## config.mk

```make
export PLATFORM = sky130hd
export DESIGN_NAME = dual_dac_loader
export DESIGN_NICKNAME = d
export VERILOG_FILES = /design/src/rtl/dac_loader_pkg.sv /design/src/rtl/dac_sync_pipe.sv /design/src/rtl/dac_input_stage.sv /design/src/rtl/dac_overlap_mon.sv /design/src/rtl/dual_dac_loader.sv
export SDC_FILE = /design/constraint.sdc
export NUM_CORES = 1
export LEC_CHECK = 0
export BUFFER_PORTS_ARGS = -buffer_cell sky130_fd_sc_hd__buf_2
export CAP_MARGIN = 20
export CORE_UTILIZATION = 50
export CTS_CLUSTER_SIZE = 10
export DETAILED_ROUTE_END_ITERATION = 10
export PLACE_DENSITY = 0.84
export SYNTH_ARGS = -nofsm -noshare
export SYNTH_HDL_FRONTEND = slang
export SYNTH_SLANG_ARGS = --single-unit
```

## constraint.sdc

```tcl
create_clock -name clk -period 1.4 [get_ports clk]
set_input_delay 0 -clock clk [delete_from_list [all_inputs] [get_ports clk]]
set_output_delay 0 -clock clk [all_outputs]
set_load 0.03 [all_outputs]
```

## src/rtl/dac_loader_pkg.sv

```systemverilog
package dac_loader_pkg;
  localparam int WORD_W  = 12;
  localparam int BUS_W   = 8;
  localparam int HI_W    = WORD_W - BUS_W;
  localparam int NUM_CH  = 2;
  localparam int ADDR_W  = 2;
  localparam int GAP_W   = 8;
  localparam int SYNC_N  = 2;

  typedef logic [WORD_W-1:0] word_t;
endpackage

```

## src/rtl/dac_sync_pipe.sv

```systemverilog
module dac_sync_pipe #(
  parameter int              W       = 1,
  parameter int              STAGES  = 2,
  parameter logic [W-1:0]    RST_VAL = '0
) (
  input  logic         clk,
  input  logic         rst_n,
  input  logic [W-1:0] d,
  output logic [W-1:0] q
);
  logic [W-1:0] stg_q [STAGES];

  always_ff @(posedge clk or negedge rst_n) begin
    if (!rst_n) begin
      for (int i = 0; i < STAGES; i++) stg_q[i] <= RST_VAL;
    end else begin
      stg_q[0] <= d;
      for (int i = 1; i < STAGES; i++) stg_q[i] <= stg_q[i-1];
    end
  end

  assign q = stg_q[STAGES-1];
endmodule

```

## src/rtl/dac_input_stage.sv

```systemverilog
module dac_input_stage
  import dac_loader_pkg::*;
#(
  parameter int CH_ID = 0
) (
  input  logic              clk,
  input  logic              rst_n,
  input  logic              wr_act,
  input  logic [ADDR_W-1:0] addr,
  input  logic [BUS_W-1:0]  data,
  output word_t             word
);
  localparam logic CH_BIT = CH_ID[0];

  word_t word_q, word_d;
  logic  sel_ch, sel_hi;

  assign sel_ch = wr_act && (addr[1] == CH_BIT);
  assign sel_hi = addr[0];

  always_comb begin
    word_d = word_q;
    if (sel_ch) begin
      if (sel_hi) word_d[WORD_W-1:BUS_W] = data[HI_W-1:0];
      else        word_d[BUS_W-1:0]      = data;
    end
  end

  always_ff @(posedge clk or negedge rst_n) begin
    if (!rst_n)      word_q <= '0;
    else if (sel_ch) word_q <= word_d;
  end

  assign word = word_q;

  // no write selecting this channel, no change
  p_hold_idle_r2: assert property (@(posedge clk) disable iff (!rst_n)
    !sel_ch |=> $stable(word_q));

  // nibble write lands in the top bits, right-justified from the bus
  p_nibble_top_r3: assert property (@(posedge clk) disable iff (!rst_n)
    (sel_ch && sel_hi) |=> word_q[WORD_W-1:BUS_W] == $past(data[HI_W-1:0]));

  // byte write keeps the top bits
  p_byte_keeps_top_r3: assert property (@(posedge clk) disable iff (!rst_n)
    (sel_ch && !sel_hi) |=> $stable(word_q[WORD_W-1:BUS_W]));
endmodule

```

## src/rtl/dac_overlap_mon.sv

```systemverilog
module dac_overlap_mon
  import dac_loader_pkg::*;
(
  input  logic             clk,
  input  logic             rst_n,
  input  logic             wr_act,
  input  logic             ld_act,
  input  logic [GAP_W-1:0] min_gap,
  output logic             err
);
  localparam logic [GAP_W-1:0] GAP_MAX = '1;

  logic             ld_prev_q;
  logic             armed_q, armed_d;
  logic [GAP_W-1:0] gap_q, gap_d;
  logic             err_q, err_d;
  logic             ld_rise;

  assign ld_rise = ld_prev_q && !ld_act;

  always_comb begin
    armed_d = armed_q;
    gap_d   = gap_q;
    err_d   = err_q;
    if (ld_rise) begin
      if (armed_q && (gap_q < min_gap)) err_d = 1'b1;
      armed_d = 1'b0;
      gap_d   = '0;
    end else if (ld_act) begin
      if (wr_act) begin
        armed_d = 1'b1;
        gap_d   = '0;
      end else if (gap_q != GAP_MAX) begin
        gap_d = gap_q + 1'b1;
      end
    end
  end

  always_ff @(posedge clk or negedge rst_n) begin
    if (!rst_n) begin
      ld_prev_q <= 1'b0;
      armed_q   <= 1'b0;
      gap_q     <= '0;
      err_q     <= 1'b0;
    end else begin
      ld_prev_q <= ld_act;
      armed_q   <= armed_d;
      gap_q     <= gap_d;
      err_q     <= err_d;
    end
  end

  assign err = err_q;

  // the violation flag is sticky
  p_err_sticky_r7: assert property (@(posedge clk) disable iff (!rst_n)
    err_q |=> err_q);

  // the flag only rises on the cycle after a load rising edge
  p_err_on_rise_r7: assert property (@(posedge clk) disable iff (!rst_n)
    $rose(err_q) |-> $past(ld_rise));
endmodule

```

## src/rtl/dual_dac_loader.sv

```systemverilog
module dual_dac_loader
  import dac_loader_pkg::*;
(
  input  logic              clk,
  input  logic              rst_n,
  input  logic              cs_n,
  input  logic              wr_n,
  input  logic [ADDR_W-1:0] addr,
  input  logic [BUS_W-1:0]  data,
  input  logic              ld_n,
  input  logic [GAP_W-1:0]  min_gap,
  output logic [WORD_W-1:0] dac_a,
  output logic [WORD_W-1:0] dac_b,
  output logic              overlap_err
);
  localparam int PIPE_W = 3 + ADDR_W + BUS_W;
  localparam logic [PIPE_W-1:0] PIPE_RST = {3'b111, {(ADDR_W+BUS_W){1'b0}}};

  logic [PIPE_W-1:0] pipe_d, pipe_q;
  logic              cs_s, wr_s, ld_s;
  logic [ADDR_W-1:0] addr_s;
  logic [BUS_W-1:0]  data_s;
  logic              wr_act, ld_act;

  assign pipe_d = {cs_n, wr_n, ld_n, addr, data};

  dac_sync_pipe #(
    .W(PIPE_W), .STAGES(SYNC_N), .RST_VAL(PIPE_RST)
  ) u_sync (
    .clk(clk), .rst_n(rst_n), .d(pipe_d), .q(pipe_q)
  );

  assign {cs_s, wr_s, ld_s, addr_s, data_s} = pipe_q;
  assign wr_act = !cs_s && !wr_s;
  assign ld_act = !ld_s;

  word_t stage_w [NUM_CH];
  word_t out_q   [NUM_CH];
  word_t out_d   [NUM_CH];

  for (genvar ch = 0; ch < NUM_CH; ch++) begin : g_ch
    dac_input_stage #(.CH_ID(ch)) u_stage (
      .clk(clk), .rst_n(rst_n), .wr_act(wr_act),
      .addr(addr_s), .data(data_s), .word(stage_w[ch])
    );

    always_comb begin
      out_d[ch] = out_q[ch];
      if (ld_act) out_d[ch] = stage_w[ch];
    end

    always_ff @(posedge clk or negedge rst_n) begin
      if (!rst_n)      out_q[ch] <= '0;
      else if (ld_act) out_q[ch] <= out_d[ch];
    end
  end

  dac_overlap_mon u_mon (
    .clk(clk), .rst_n(rst_n), .wr_act(wr_act), .ld_act(ld_act),
    .min_gap(min_gap), .err(overlap_err)
  );

  assign dac_a = out_q[0];
  assign dac_b = out_q[NUM_CH-1];

  // outputs frozen while load is inactive
  p_out_frozen_r4: assert property (@(posedge clk) disable iff (!rst_n)
    !ld_act |=> ($stable(dac_a) && $stable(dac_b)));

  // load copies the staging words seen before any same-cycle write
  p_load_copy_r9: assert property (@(posedge clk) disable iff (!rst_n)
    ld_act |=> (dac_a == $past(stage_w[0]) && dac_b == $past(stage_w[NUM_CH-1])));
endmodule

```

**Yosys cells after proc, flatten, opt, wreduce, memory -nomap -nowiden**

Index checks and enable logic that the tools add are counted.

- Magnitude comparators: 1
- Bitwise logic cells: 2
- Multiplexer cells: 7
- Equal/unequal tests: 2
- Reductions and logical operators: 17
- Add/sub/neg operators: 1

Operators by type and width:

| operator | number |
|---|---|
| $mux W8 | 4 |
| $reduce_and A2 Y1 | 7 |
| $add A8 B1 Y8 const B | 1 |
| $lt A8 B8 Y1 | 1 |
| $ne A8 B8 Y1 const B | 1 |
| $logic_and A1 B1 Y1 | 5 |
| $logic_not A1 Y1 | 3 |
| $mux W1 | 3 |
| $reduce_bool A3 Y1 | 1 |
| $ne A2 B1 Y1 const B | 1 |
| $not A1 Y1 | 2 |
| $reduce_bool A2 Y1 | 1 |

- Register bits: 85
- Output and inout bits: 25
- Logic and storage cells: 42
- Input port bits: 23

**Depth between registers and ports, before layout**

- Word-level depth: 5
- Depth in mapped cells: 6
- Depth with buffers taken out: 6

**Hierarchy**

From an unflattened synthesis, not the netlist that was laid out.

- Cell total of the unflattened synthesis: 221
- Area, all modules: 3403.3 um^2

By module, submodules not included:

| module | area an instance (um^2) | seq. area each (um^2) | cells an instance | times used |
|---|---|---|---|---|
| dual_dac_loader | 1001.0 | 600.6 | 53 | 1 |
| dac_sync_pipe | 755.7 | 658.1 | 39 | 1 |
| dac_overlap_mon | 719.4 | 275.3 | 77 | 1 |
| dac_input_stage at g_ch[1].u_stage | 465.4 | 300.3 | 26 | 1 |
| dac_input_stage at g_ch[0].u_stage | 461.7 | 300.3 | 26 | 1 |

**Worst setup path after synthesis**

No wires, ideal clock.

- Path kind: reg2reg
- From: register u_sync.stg_q, in the netlist u_sync.q[10]
- To: register out_q, in the netlist dac_a[0]
- Slack: -32 ps
- Library setup time: 125 ps
- Stages on the path, launching flop included: 4
- Buffers on the path: 2
- Data arrival time: 1308 ps
- Required time: 1275 ps
- Clock period less this slack: 1432 ps
- Cell sequence: dfstp_2 buf_2 buf_2 mux2_2

RTL lines:

| element | RTL line | RTL |
|---|---|---|
| start, declared | dac_sync_pipe.sv:11 | `logic [W-1:0] stg_q [STAGES];` |
| end signal, assigned by index | dual_dac_loader.sv:54 | `else if (ld_act) out_q[ch] <= out_d[ch];` |
| end, declared | dual_dac_loader.sv:38 | `word_t out_q [NUM_CH];` |

No word-level cell between the ends.

**Worst setup path in the final report**

- From: register u_sync.stg_q, in the netlist u_sync.q[11]
- To: register g_ch[0].u_stage.word_q[11]

- Cells in the longest elaborated chain, start to end: 4

RTL lines:

| element | RTL line | RTL |
|---|---|---|
| $logic_not A1 Y1 | dual_dac_loader.sv:34 | `assign wr_act = !cs_s && !wr_s;` |
| $logic_and A1 B1 Y1 | dual_dac_loader.sv:34 |  |
| $logic_and A1 B1 Y1 | dac_input_stage.sv:18 | `assign sel_ch = wr_act && (addr[1] == CH_BIT);` |
| $reduce_and A2 Y1 (no line) | n/a |  |
| end signal, assigned | dac_input_stage.sv:31 | `else if (sel_ch) word_q <= word_d;` |
| end, declared | dac_input_stage.sv:15 | `word_t word_q, word_d;` |

No other way between the ends.
A chain may end at the register's enable or synchronous reset.

==> flow_metrics.tcl <==
set metrics [dict create \
    ys_types 33 \
    htreeDepth 3 \
    drt-wirelength-per-cell_um 15.72 \
    coreArea_um2 6314 \
    gp_congestion 0.7566 \
    tightest_slew_ns 0.4275 \
    syn2layout_area_growth_pct 29.75 \
    viasPerCell 5.275 \
    layout_commonest_cell "dfrtp_1" \
    vias 2052 \
    final_nets 338 \
    yosys.area.top_type "dfrtp_1" \
    syn-num-nets 247 \
    final_cell_mix "dfrtp_1 (76), buf_2 (46), mux2_2 (36), buf_4 (17), dlygate4sd3_1 (14)" \
    yosysWarnings 0 \
    setup_viol 14 \
    maxSlewHeadroom 0.7150 \
    cp-startpoint "u_sync.q[11]$_DFF_PN1_" \
    syn_inst 216 \
    die_h_um 82.63 \
    power_leakage_nw 1.992 \
    antenna_found_initial 0 \
    min-delay-start "min_gap[0]" \
    drive_gt1_frac 0.5096 \
    ir_drop_mv 1.013 \
    grt_pass1_wl_um 9528 \
    hold_path.class "input port to flop" \
    clock_path_buffers 2 \
    startpoint_type "flop" \
    dpl_cell_area_um2 3742 \
    clkLatencyLatePin_ns 0.35 \
    worstPathArrival_ns 1.68 \
    cts_tree "done" \
    synthTopCellsByArea "dfrtp_1 (61%), mux2_2 (17%), dfstp_2 (4.8%)" \
    cts-root-buf "clkbuf_8" \
    design_area_um2 4218 \
    cts.sinks 85 \
    cp.required_ns 1.63 \
    synth-seq-cells 85 \
    cp-end-kind "flop" \
    cts.reportedPaths.clkPinSlew_ns 0.09 \
    maxSlewViolCount 0 \
    rr_startpoint "u_sync.q[11]$_DFF_PN1_" \
    synth.yosys.seq_area_share 0.6567 \
    violations "setup timing" \
    start_util 0.5149 \
    setup_ws_ns -0.05444 \
    syn_avg_cell_area_um2 15.05 \
    drv_cap 0 \
    status "finished, violations left" \
    fmax_mhz 687.6 \
    synth_top_area_frac 0.6082 \
    grt_usage 0.1947 \
    finClkSkew_ns 0.01468 \
    rsz0062_at_grt "yes" \
    finalHoldViolations 0 \
    grt_max_degree 32 \
    dieArea_um2 6828 \
    post-route-period-util 1.039 \
    dp_slack_ns -0.02196 \
    final.setup.tns_ns -0.2503 \
    remaining_drc_errors 0 \
    firstDrtPassIters 4 \
    rows 29 \
    synth_area_um2 3251 \
    antenna_cells 0 \
    path_class "flop to flop" \
    post-dp-hpwl_um 4004 \
    first_global_vias 2082 \
    p_per_area_nw_per_um2 1417 \
    drt.antenna.violating_nets 0 \
    worstPathMaxFanout 6 \
    dr.first_iter.drc_count 135 \
    fin_crit_ns 1.454 \
    ios 48 \
    port_buffers 47 \
    cts_buffers 9 \
    wirelength_um 6116 \
    fin_cells 389 \
    grt_overflow 0 \
    dpl.cell_count 356 \
    chipWidth_um 82.63 \
]
layout make-up:
cell class | instances | area, um2
Clock inverter | 6 | 52.55
Clock buffer | 10 | 137.6
Sequential cell | 85 | 2138
Tap cell | 77 | 96.34
Multi-Input combinational cell | 115 | 1154
Timing Repair Buffer | 84 | 594.3
Inverter | 12 | 45.04
Fill cell | 453 | 2096
cell families (layout without fill, tap and decap cells):
| logic type | Yosys count | after routing | synth area share |
|---|---|---|---|
| XOR/XNOR | 1 | 1 | 0.002695 |
| flip-flops | 85 | 85 | 0.6567 |
| AO/OA/AOI/OAI | 26 | 26 | 0.06236 |
| multiplexers | 48 | 48 | 0.1663 |
| AND/OR/NAND/NOR | 32 | 32 | 0.06120 |
| buffers and inverters | 16 | 112 | 0.02001 |
| adder cells (fa/ha/maj) | 8 | 8 | 0.03079 |
worst max-delay path, stage by stage (launching register included):
cell and delay, ns:
dfstp_2 0.41, nor2_4 0.21, nand2_1 0.11, nor2_2 0.16
buf_6 0.15, mux2_4 0.29
power by group:
part	switching [W]	internal [W]	total (W)
Sequential	0.000225	0.00285	0.00308
Clock	0.000919	0.000721	0.00164
Combinational	0.000697	0.000562	0.00126
registers in the layout, summed over array words and instances (netlist names):
register	cells
u_sync.stg_q	13
u_mon.ld_prev_q	1
u_mon.gap_q	8
g_ch.u_stage.word	24
dac_a	12
u_mon.armed_q	1
u_sync.q	13
dac_b	12
u_mon.err	1
cell usage after synthesis, drive strengths merged:
master,number
mux2,48
nand4,2
dfrtp,79
nor3,1
nor2,8
ha,8
buf,4
o22ai,1
nand2b,2
o41a,1
a21oi,3
o21ai,10
xor2,1
a211oi,1
nand2,12
dfstp,6
o211ai,2
a211o,2
inv,12
o41ai,1
nand3,2
and3,1
o21ba,1
nor4,4
a2111oi,1
a21o,3
per-stage QoR:
| step | utilization | hold slack [ns] | total power [W] |
|---|---|---|---|
| after floorplan | - | -0.2956 | 0.003846 |
| after global placement | 0.5927 | -0.03853 | 0.004221 |
| after detailed placement | 0.5927 | -0.03173 | 0.004282 |
| after CTS | 0.6550 | 0.09400 | 0.005964 |
| after global routing | 0.6681 | 0.1467 | 0.006251 |
| final | 0.6681 | 0.1018 | 0.005977 |
metal layers:
layer  global-route usage  vias to the layer above  routed length [um]
met1               0.2453                     1034                2732
met5                    0                        -                   0
met3              0.03516                       14                 224
li1                     -                      943                   -
met4              0.09655                        0                 133
met2               0.3240                       61                3026
worst paths after layout:
check,end,slack (ns),cells past startpoint
worst max-delay path,g_ch[0].u_stage.word[11]$_DFFE_PN0P_,-0.05,5
worst min-delay path,u_mon.err$_DFFE_PN0P_,0.10,5
worst max register to register,g_ch[0].u_stage.word[11]$_DFFE_PN0P_,-0.05,5
worst min register to register,u_sync.q[3]$_DFF_PN0_,0.34,0
max in group asynchronous,u_sync.q[10]$_DFF_PN1_,0.69,3
min in group asynchronous,dac_a[8]$_DFFE_PN0N_,0.12,2
repair_timing:
action / CTS / global route
endpoints found under the hold margin: 92 / 0
resized for setup: 13 / 20
setup endpoints to repair: 13 / 32
cloned: 0 / 0
pin swaps: 9 / 12
hold buffers: 14 / 0
buffers inserted: 2 / 1
No activity file was read; power rests on OpenSTA's default activity.
